$ cat config.mk
export PLATFORM = sky130hd
export DESIGN_NAME = erx_filter_top
export DESIGN_NICKNAME = d
export VERILOG_FILES = /design/src/rtl/erx_pkg.sv /design/src/rtl/erx_crc32_step.sv /design/src/rtl/erx_addr_match.sv /design/src/rtl/erx_filter_top.sv
export SDC_FILE = /design/constraint.sdc
export NUM_CORES = 1
export LEC_CHECK = 0
export BUFFER_PORTS_ARGS = -buffer_cell sky130_fd_sc_hd__buf_2
export CAP_MARGIN = 20
export CORE_MARGIN = 3
export CORE_UTILIZATION = 35
export CTS_BUF_LIST = sky130_fd_sc_hd__clkbuf_8
export DETAILED_ROUTE_END_ITERATION = 8
export SLEW_MARGIN = 15
export SYNTH_ARGS = -nofsm -noshare
export SYNTH_HDL_FRONTEND = slang
export SYNTH_HIERARCHICAL = 1
export SYNTH_SLANG_ARGS = --single-unit
$ cat constraint.sdc
create_clock -name clk -period 5.6 [get_ports clk]
set_input_delay 0.84 -clock clk [delete_from_list [all_inputs] [get_ports clk]]
set_output_delay 0.84 -clock clk [all_outputs]
set_load 0.01 [all_outputs]
$ cat src/rtl/erx_pkg.sv
package erx_pkg;
    typedef enum logic [1:0] {
        ST_HUNT = 2'd0,
        ST_DATA = 2'd1,
        ST_DROP = 2'd2
    } rx_state_e;

    localparam logic [7:0]  PRE_BYTE          = 8'h55;
    localparam logic [7:0]  SFD_BYTE          = 8'hD5;
    localparam logic [31:0] CRC_PRESET        = 32'hFFFF_FFFF;
    localparam logic [31:0] CRC_POLY_REFL     = 32'hEDB8_8320;
    localparam logic [31:0] CRC_RESIDUE_REFL  = 32'hDEBB_20E3;
    localparam int          ADDR_BYTES        = 6;
    localparam int          ADDR_IDX_W        = $clog2(ADDR_BYTES);
endpackage

$ cat src/rtl/erx_crc32_step.sv
module erx_crc32_step
    import erx_pkg::*;
(
    input  logic [31:0] crc_i,
    input  logic [7:0]  data_i,
    output logic [31:0] crc_o
);
    logic [31:0] acc;

    always_comb begin
        acc = crc_i;
        for (int b = 0; b < 8; b++) begin
            if (acc[0] ^ data_i[b]) acc = (acc >> 1) ^ CRC_POLY_REFL;
            else                    acc = acc >> 1;
        end
        crc_o = acc;
    end
endmodule

$ cat src/rtl/erx_addr_match.sv
module erx_addr_match
    import erx_pkg::*;
(
    input  logic [47:0]           station_i,
    input  logic [7:0]            byte_i,
    input  logic [ADDR_IDX_W-1:0] idx_i,
    input  logic                  eq_i,
    input  logic                  ff_i,
    input  logic                  grp_i,
    input  logic                  acc_unicast_i,
    input  logic                  acc_bcast_i,
    input  logic                  acc_group_i,
    input  logic                  promisc_i,
    output logic                  eq_o,
    output logic                  ff_o,
    output logic                  grp_o,
    output logic                  match_o
);
    localparam int SLOTS = 2 ** ADDR_IDX_W;

    logic [7:0] st_byte [SLOTS];

    generate
        for (genvar g = 0; g < SLOTS; g++) begin : g_split
            if (g < ADDR_BYTES) begin : g_real
                assign st_byte[g] = station_i[47 - 8*g -: 8];
            end else begin : g_pad
                assign st_byte[g] = 8'h00;
            end
        end
    endgenerate

    logic first;
    logic hit;
    logic all1;

    always_comb begin
        first   = (idx_i == '0);
        hit     = (byte_i == st_byte[idx_i]);
        all1    = (byte_i == 8'hFF);
        eq_o    = first ? hit    : (eq_i & hit);
        ff_o    = first ? all1   : (ff_i & all1);
        grp_o   = first ? byte_i[0] : grp_i;
        match_o = promisc_i
                | (acc_unicast_i & eq_i)
                | (acc_bcast_i   & ff_i)
                | (acc_group_i   & grp_i);
    end
endmodule

$ cat src/rtl/erx_filter_top.sv
module erx_filter_top
    import erx_pkg::*;
#(
    parameter int AW    = 11,
    parameter int LEN_W = 14
) (
    input  logic             clk,
    input  logic             rst_n,
    input  logic             rx_active,
    input  logic             rx_valid,
    input  logic [7:0]       rx_byte,
    input  logic [47:0]      cfg_station,
    input  logic             cfg_acc_unicast,
    input  logic             cfg_acc_bcast,
    input  logic             cfg_acc_group,
    input  logic             cfg_promisc,
    input  logic             cfg_irq_good,
    input  logic             cfg_irq_bad,
    output logic             buf_we,
    output logic [AW-1:0]    buf_addr,
    output logic [7:0]       buf_data,
    output logic             stat_valid,
    output logic [LEN_W-1:0] stat_len,
    output logic [AW-1:0]    stat_base,
    output logic             stat_crc_ok,
    output logic             irq
);
    localparam logic [LEN_W-1:0] LEN_MAX = '1;

    typedef struct packed {
        rx_state_e        st;
        logic [LEN_W-1:0] cnt;
        logic [31:0]      crc;
        logic             eq;
        logic             ff;
        logic             grp;
        logic [AW-1:0]    wptr;
        logic [AW-1:0]    base;
        logic             we;
        logic [AW-1:0]    waddr;
        logic [7:0]       wdata;
        logic             sv;
        logic [LEN_W-1:0] slen;
        logic [AW-1:0]    sbase;
        logic             sok;
        logic             irq;
    } regs_t;

    regs_t q, d;

    logic [31:0] crc_next;
    logic        eq_n, ff_n, grp_n, match;
    logic        in_addr;
    logic        byte_in;
    logic        crc_good;

    erx_crc32_step u_crc (
        .crc_i  (q.crc),
        .data_i (rx_byte),
        .crc_o  (crc_next)
    );

    erx_addr_match u_match (
        .station_i     (cfg_station),
        .byte_i        (rx_byte),
        .idx_i         (q.cnt[ADDR_IDX_W-1:0]),
        .eq_i          (q.eq),
        .ff_i          (q.ff),
        .grp_i         (q.grp),
        .acc_unicast_i (cfg_acc_unicast),
        .acc_bcast_i   (cfg_acc_bcast),
        .acc_group_i   (cfg_acc_group),
        .promisc_i     (cfg_promisc),
        .eq_o          (eq_n),
        .ff_o          (ff_n),
        .grp_o         (grp_n),
        .match_o       (match)
    );

    always_comb begin
        d        = q;
        d.we     = 1'b0;
        d.sv     = 1'b0;
        d.irq    = 1'b0;
        byte_in  = rx_valid && rx_active;
        in_addr  = (q.cnt < LEN_W'(ADDR_BYTES));
        crc_good = (q.crc == CRC_RESIDUE_REFL);

        unique case (q.st)
            ST_HUNT: begin
                if (byte_in) begin
                    if (rx_byte == SFD_BYTE) begin
                        d.st   = ST_DATA;
                        d.cnt  = '0;
                        d.crc  = CRC_PRESET;
                        d.wptr = q.base;
                    end else if (rx_byte != PRE_BYTE) begin
                        d.st = ST_DROP;
                    end
                end
            end
            ST_DROP: begin
                if (!rx_active) d.st = ST_HUNT;
            end
            ST_DATA: begin
                if (!rx_active) begin
                    d.st = ST_HUNT;
                    if (!in_addr && match) begin
                        d.sv    = 1'b1;
                        d.slen  = q.cnt;
                        d.sbase = q.base;
                        d.sok   = crc_good;
                        d.irq   = (crc_good & cfg_irq_good) | (~crc_good & cfg_irq_bad);
                        d.base  = q.wptr;
                    end else begin
                        d.wptr = q.base;
                    end
                end else if (rx_valid) begin
                    d.crc = crc_next;
                    if (q.cnt != LEN_MAX) d.cnt = q.cnt + 1'b1;
                    if (in_addr) begin
                        d.eq  = eq_n;
                        d.ff  = ff_n;
                        d.grp = grp_n;
                    end
                    if (in_addr || match) begin
                        d.we    = 1'b1;
                        d.waddr = q.wptr;
                        d.wdata = rx_byte;
                        d.wptr  = q.wptr + 1'b1;
                    end
                end
            end
            default: d.st = ST_HUNT;
        endcase
    end

    always_ff @(posedge clk) begin
        if (!rst_n) q <= '0;
        else        q <= d;
    end

    assign buf_we      = q.we;
    assign buf_addr    = q.waddr;
    assign buf_data    = q.wdata;
    assign stat_valid  = q.sv;
    assign stat_len    = q.slen;
    assign stat_base   = q.sbase;
    assign stat_crc_ok = q.sok;
    assign irq         = q.irq;
endmodule

==> results of run 1 <==
power by group through the flow:
| stage | logic [mW] | registers [mW] | clock network [mW] |
|---|---|---|---|
| after global routing | 0.213 | 0.862 | 0.845 |
| after floorplan | 0.138 | 0.882 | 0 |
| after global placement | 0.194 | 0.882 | 0 |
| after CTS | 0.195 | 0.862 | 0.813 |
| final | 0.194 | 0.862 | 0.790 |
| after detailed placement | 0.194 | 0.882 | 0 |
worst max-delay path by stage:
stage                    start      to  slack [ns]  cells past startpoint
6_report                q[105]   q[72]        2.68                      7
3_5_place_dp             rst_n  q[117]        2.50                      5
5_1_grt                 q[105]   q[72]        2.55                      7
2_1_floorplan  cfg_station[36]   q[72]        2.96                      7
3_3_place_gp             rst_n  q[117]        2.49                      5
4_1_cts                 q[106]  q[110]        2.48                      6
layout by cell type (no fill, tap or decap), types with 3 or more instances in the layout:
cell	netlist	layout
a21boi_0	7	7
a21oi_1	67	66
a221oi_1	4	4
a22oi_1	3	3
and2_1	3	3
buf_2	10	113
buf_4	45	6
clkbuf_8	0	18
clkinv_2	0	3
clkinv_4	0	4
clkinvlp_4	0	3
dfxtp_1	121	121
ha_1	4	4
inv_1	6	6
mux2_1	3	3
mux2i_1	35	35
mux4_2	4	4
nand2_1	108	108
nand2b_1	4	4
nand3_1	17	17
nand4_1	11	11
nand4b_1	4	4
nor2_1	79	79
nor2b_1	4	4
nor3_1	8	8
nor4_1	5	5
o21a_1	3	3
o21ai_0	20	20
o21ai_1	11	10
o22ai_1	36	36
or3_1	5	5
or4_1	11	11
xnor2_1	48	48
xnor2_2	5	5
xor2_1	20	20
xor2_2	5	5
synth_stat cells (11+ instances only):
cell	instances	share of area, %
o21ai_1	11	0.81
xnor2_1	48	6.2
xor2_1	20	2.6
nor2_1	79	4.4
o21ai_0	20	1.5
nand4_1	11	1.0
nand2_1	108	6.0
nand3_1	17	1.3
clkbuf_1	30	1.7
mux2i_1	35	5.2
a21oi_1	67	4.9
buf_4	45	5.0
or4_1	11	1.2
dfxtp_1	121	36
o22ai_1	36	3.3
logic make-up after synthesis:
group | share of synthesized area (%)
buf+inv | 8.25
xor+xnor | 13.0
mux | 8.09
flops | 35.7
compound gates | 14.9
fa+ha+maj | 0.737
simple gates | 19.4
sequential cells by signal, summed over array words and instances, names as in the netlist:
register,cells
buf_data,8
buf_addr,11
stat_crc_ok,1
stat_len,14
stat_base,11
stat_valid,1
buf_we,1
irq,1
q,73
layout make-up:
cell class                      count  share of cell area, %
Sequential cell                   121                   31.8
Timing Repair Buffer              120                   8.21
Clock buffer                       18                   3.25
Multi-Input combinational cell    576                   50.2
Inverter                            6                  0.312
Clock inverter                     14                   1.95
Tap cell                          260                   4.27
routing by layer:
metal	track usage [%]	vias up	wire length, µm
met5	0	-	0
met1	23.0	2733	8430
met3	3.78	23	904
met4	5.79	0	296
met2	25.4	180	7880
li1	-	2852	-
worst max-delay path, delay by kind of cell, from the launching register on:
family	cells	cell delay, ns
compound gates	2	0.41
simple gates	2	0.67
mux	2	0.81
xor+xnor	1	0.16
flops	1	0.80
through the flow:
step                      hold slack, ns  cell area [µm²]  total power, mW  util [%]  worst slack [ns]
after global routing               0.478             7620             1.92      40.3              2.55
after global placement             0.444             7210             1.08      38.1              2.49
final                              0.452             7620             1.85      40.3              2.68
after floorplan                    0.437             6790             1.02         -              2.96
after CTS                          0.456             7600             1.87      40.2              2.48
after detailed placement           0.445             7210             1.08      38.1              2.50
==> results.toml, run 1 <==
[power]
p_per_area_nw_per_um2 = 242
p_comb_share_pct = 10.5
power.leakage_nw = 2.71
irDropWorstVdd_uv = 138
p_sw_mw = 0.487
internal_power_mw = 1.36
power_frac_clock_pct = 42.8
swShare_pct = 26.4
pwr-share-seq_pct = 46.7

[critical_path]
reg2reg_to = "q[72]"
crit_type = "reg2reg"
r2r_cells = 7
critPathMaxFanout = 12
r2r-start = "q[105]"
worst_setup_path_end_kind = "flip-flop"
cp_cell_sequence = "mux4_1, xnor2_1, a21oi_1, or4_4, a2111oi_4, mux2i_1, nor2_1"
max_stage_delay_ns = 0.80
worstPathRequired_ns = 5.98
start_kind = "flip-flop"
arrival_ns = 3.31
r2r_slack_ns = 2.68
cp_slowest_cell = "dfxtp_1"

[flow_run]
maxCapViolations = 0

[clocking]
cts_root_buffer = "clkbuf_8"
cts.sinks = 121
cts_setup_buffers = 0
clockBufferDepth = 2
cts_resized = 0
clkSlewWorstSetupHoldPaths_ns = 0.08
hold_buffers = 0
clk_latency_ns = 0.45
cts_made_buffers = 17
htreeDepth = 4
cts_tree = "yes"

[timing]
rsz0062_at_grt = "no"
post-route-period-util_pct = 52.2
tns_ns = 0
worstMarginPinSlew_ns = 0.925
slew_headroom_pct = 38.3
slew_violations = 0
fmax_ghz = 0.342
skew_ns = 0.0120
min_period_ns = 2.92
hold_violations = 0
finalSetupViolations = 0

[placement]
place_inst = 1082
gp_congestion = 0.840
io_buffers = 113
dp_hpwl_mm = 12.1

[finish]
multi_input_area_um2 = 3820
syn_to_final_growth_pct = 12.2
nets = 912
final-seq-area_um2 = 2420
diodes = 0
final_cells = 1115
drive_above_1_share_pct = 21.3
fill_cells = 1947

[yosys]
synth_area_um2 = 6790
syn_inst = 792
ys_ff_latch = 121
async_reset_ff_share_pct = 0
avgSynthCellArea_um2 = 8.58
yosys_warnings = 6
synthesis.nets = 862
synthDistinctLibCells = 67
yosys_most_used_dff = "dfxtp_1"
synth_edf_count = 0
yosysSeqAreaShare_pct = 35.7

[global_routing]
antenna_found_initial = 0
grt_max_degree = 68
grt_pass1_wl_mm = 28.8
grt_pass1_vias = 5458
grt.overflow.total = 0
grt.total_usage_pct = 16.6

[status]
status = "finished clean"

[floorplanning]
initial_utilization_pct = 36.0
fp.dieH_um = 145
ioPinCount = 114
die-area_um2 = 21100
die_x_um = 145
rows = 50
core-area_um2 = 18900

[worst_hold_path]
min_path_type = "reg2reg"
whs_path_depth = 2
min_from = "stat_base[7]"
hold_end = "stat_base[7]"

[drt]
wl_per_cell_um = 15.7
postRouteWirelength_mm = 17.5
ant_nets = 0
vias = 5788
viasPerCell = 5.19
drcViolationCount = 0
dr.first_iter.drc_count = 419
firstDrtPassIters = 4
Note: power is estimated with default switching activity, not from simulation.
==> run 2: changes to the inputs <==
--- a/config.mk
+++ b/config.mk
@@ -5,6 +5,7 @@
 export SDC_FILE = /design/constraint.sdc
 export NUM_CORES = 1
 export LEC_CHECK = 0
+export ABC_AREA = 1
 export BUFFER_PORTS_ARGS = -buffer_cell sky130_fd_sc_hd__buf_2
 export CAP_MARGIN = 20
 export CORE_MARGIN = 3
==> constraint.sdc (replaced) <==
create_clock -name clk -period 2.9 [get_ports clk]
set_input_delay 0.435 -clock clk [delete_from_list [all_inputs] [get_ports clk]]
set_output_delay 0.435 -clock clk [all_outputs]
set_load 0.01 [all_outputs]
==> run 2 against run 1 <==
  * Register-to-register slack got worse by 2.0 ns
  * Design area grew 13%
  * Non-clock buffer count increased by 6
  * Wire length up 24%
  * Setup slack got worse by 2.0 ns
  * Via count grew 28%
  * Cell count up 38%
  * Critical path type unchanged
  * Largest cell class unchanged
==> results.toml, run 2 <==
[worst_hold_path]
min_path_type = "in2reg"
min_from = "cfg_irq_bad"

[power]
internal_power_mw = 3.37
power.leakage_nw = 4.28
p_sw_mw = 2.34
pwr-share-seq_pct = 35.6
power_frac_clock_pct = 27.4
irDropWorstVdd_uv = 286
p_comb_share_pct = 37.0
swShare_pct = 40.9
p_total_mw = 5.71
p_per_area_nw_per_um2 = 663

[drt]
vias = 7410
postRouteWirelength_mm = 21.7
ant_nets = 0
viasPerCell = 4.82
wl_per_cell_um = 14.1
drcViolationCount = 0
dr.first_iter.drc_count = 467
firstDrtPassIters = 5

[timing]
finalSetupViolations = 0
worstMarginPinSlew_ns = 0.597
hold_ws_ns = 0.275
post-route-period-util_pct = 77.6
min_period_ns = 2.25
skew_ns = 0.0161
slew_violations = 0
rsz0062_at_grt = "no"
hold_violations = 0
tns_ns = 0
fmax_ghz = 0.444
slew_headroom_pct = 60.2

[critical_path]
critical_path.top_delay_family = "simple AND/OR/NAND/NOR gates"
r2r-start = "q[106]"
cp_cell_sequence = "nand2_1, nand2_1, nor2_1, nand2_2, nand2_4, nor2_8, buf_4, o21ai_0, a21oi_1"
critPathMaxFanout = 35
cp-startpoint = "q[106]"
max_stage_delay_ns = 0.70
worst_setup_path_end_kind = "flip-flop"
path_common_cell = "nand2_1"
worstPathRequired_ns = 3.28
worst-path-buf-inv = 1
start_kind = "flip-flop"
crit_type = "reg2reg"
cp_slowest_cell = "dfxtp_1"
arrival_ns = 2.63

[finish]
final_cell_mix = "286 x nand2_1, 139 x inv_1, 124 x nor2_1, 121 x dfxtp_1, 113 x buf_2"
largest_reg_flops = 73
final_cells = 1537
regMostFlops = "q"
syn_to_final_growth_pct = 11.0
fill_cells = 2364
utilization_pct = 40.2
diodes = 0
drive_above_1_share_pct = 17.7
layout_commonest_cell = "nand2_1"
nets = 1319

[global_routing]
grt_max_degree = 69
grt_pass1_wl_mm = 35.5
antenna_found_initial = 0
grt_pass1_vias = 6936
grt.total_usage_pct = 18.2
grt.overflow.total = 0

[placement]
place_inst = 1505
gp_congestion = 0.837
io_buffers = 113
dp_hpwl_mm = 15.9

[yosys]
synth_edf_count = 0
synth_area_um2 = 7750
yosys-top-cells-count = "286 x nand2_1, 138 x inv_1, 124 x nor2_1"
syn_inst = 1191
synth_area_leaders = "dfxtp_1 31%, nand2_1 14%, inv_1 6.7%"
synth_top_area_cell = "dfxtp_1"
async_reset_ff_share_pct = 0
synthDistinctLibCells = 43
synthesis.nets = 1261
yosys_most_used_dff = "dfxtp_1"
yosysSeqAreaShare_pct = 31.2
avgSynthCellArea_um2 = 6.51
synth_top_area_share_pct = 31.2
yosys_warnings = 6
synthMostInstantiatedCell = "nand2_1"
ys_ff_latch = 121

[clocking]
clk_latency_ns = 0.45
hold_buffers = 0
cts_root_buffer = "clkbuf_8"
cts_resized = 0
cts.sinks = 121
htreeDepth = 4
clkSlewWorstSetupHoldPaths_ns = 0.08
cts_made_buffers = 17
cts_setup_buffers = 0
clockBufferDepth = 2
cts_tree = "yes"

[status]
status = "finished clean"

[floorplanning]
rows = 53
die_x_um = 155
die-area_um2 = 24000
initial_utilization_pct = 36.2
ioPinCount = 114
fp.dieH_um = 155
core-area_um2 = 21400

[flow_run]
maxCapViolations = 0
## run 2: changes by cell type after synthesis, moves of 11 or more
cell / delta
mux2i_1: -35
inv_1: +132
o21ai_0: +74
nor2_1: +45
nand2_2: +26
nand2_1: +178
clkbuf_1: -15
nand3_1: +47
xor2_1: +20
xnor2_1: -38
or4_1: -11
o22ai_1: -36
nand2_4: +11
a21oi_1: +25
## run 2: per-layer routing
metal / global-route usage [%] / share of wire [%]
met1: 24.6 / 46
met2: 30.1 / 48
met3: 3.23 / 4.5
met4: 4.63 / 1.2
met5: 0 / 0
## run 2: layout make-up
type / instances / area (µm²) / share of cell area, %
clock buffers: 19 / 262 / 3.04
clock inverters: 13 / 143 / 1.66
inverters: 148 / 556 / 6.45
multi-input cells: 835 / 4210 / 48.9
flip-flops and latches: 121 / 2420 / 28.1
well taps: 275 / 344 / 4.00
repair buffers: 126 / 676 / 7.85
## run 2: final timing paths
path	end	slack [ns]	depth (start not counted)
worst max-delay path	stat_len[7]	0.65	9
worst min-delay path	irq	0.28	3
worst max register to register	stat_len[7]	0.65	9
worst min register to register	buf_data[1]	0.44	2
## run 2: power by group through the flow
stage          Combinational [mW]  Sequential [mW]  Clock, mW
2_1_floorplan                1.67             2.01          0
3_3_place_gp                 2.08             2.06          0
3_5_place_dp                 2.11             2.06          0
4_1_cts                      2.12             2.03       1.60
5_1_grt                      2.38             2.06       1.67
6_report                     2.12             2.03       1.57
## run 2: through the flow
| step | setup WS [ns] | area, µm² |
|---|---|---|
| 3_5_place_dp | 0.674 | 8210 |
| 3_3_place_gp | 0.699 | 8210 |
| 5_1_grt | 0.404 | 8610 |
| 6_report | 0.650 | 8610 |
| 2_1_floorplan | 1.36 | 7750 |
| 4_1_cts | 0.635 | 8610 |
## run 2: cell families (layout without fill, tap and decap cells)
kind of cell | after synthesis | count (layout) | synth area share [%]
AND/OR/NAND/NOR | 561 | 561 | 32.3
buffers and inverters | 235 | 306 | 14.5
AO/OA/AOI/OAI | 216 | 216 | 14.5
flip-flops | 121 | 121 | 31.2
XOR/XNOR | 54 | 54 | 6.78
adder cells (fa/ha/maj) | 4 | 4 | 0.645
## run 2: worst register-to-register path, delay by kind of cell, from the launching register on
kind	cells	cell delay, ns
simple gates	6	0.89
flops	1	0.70
buf+inv	1	0.34
compound gates	2	0.26
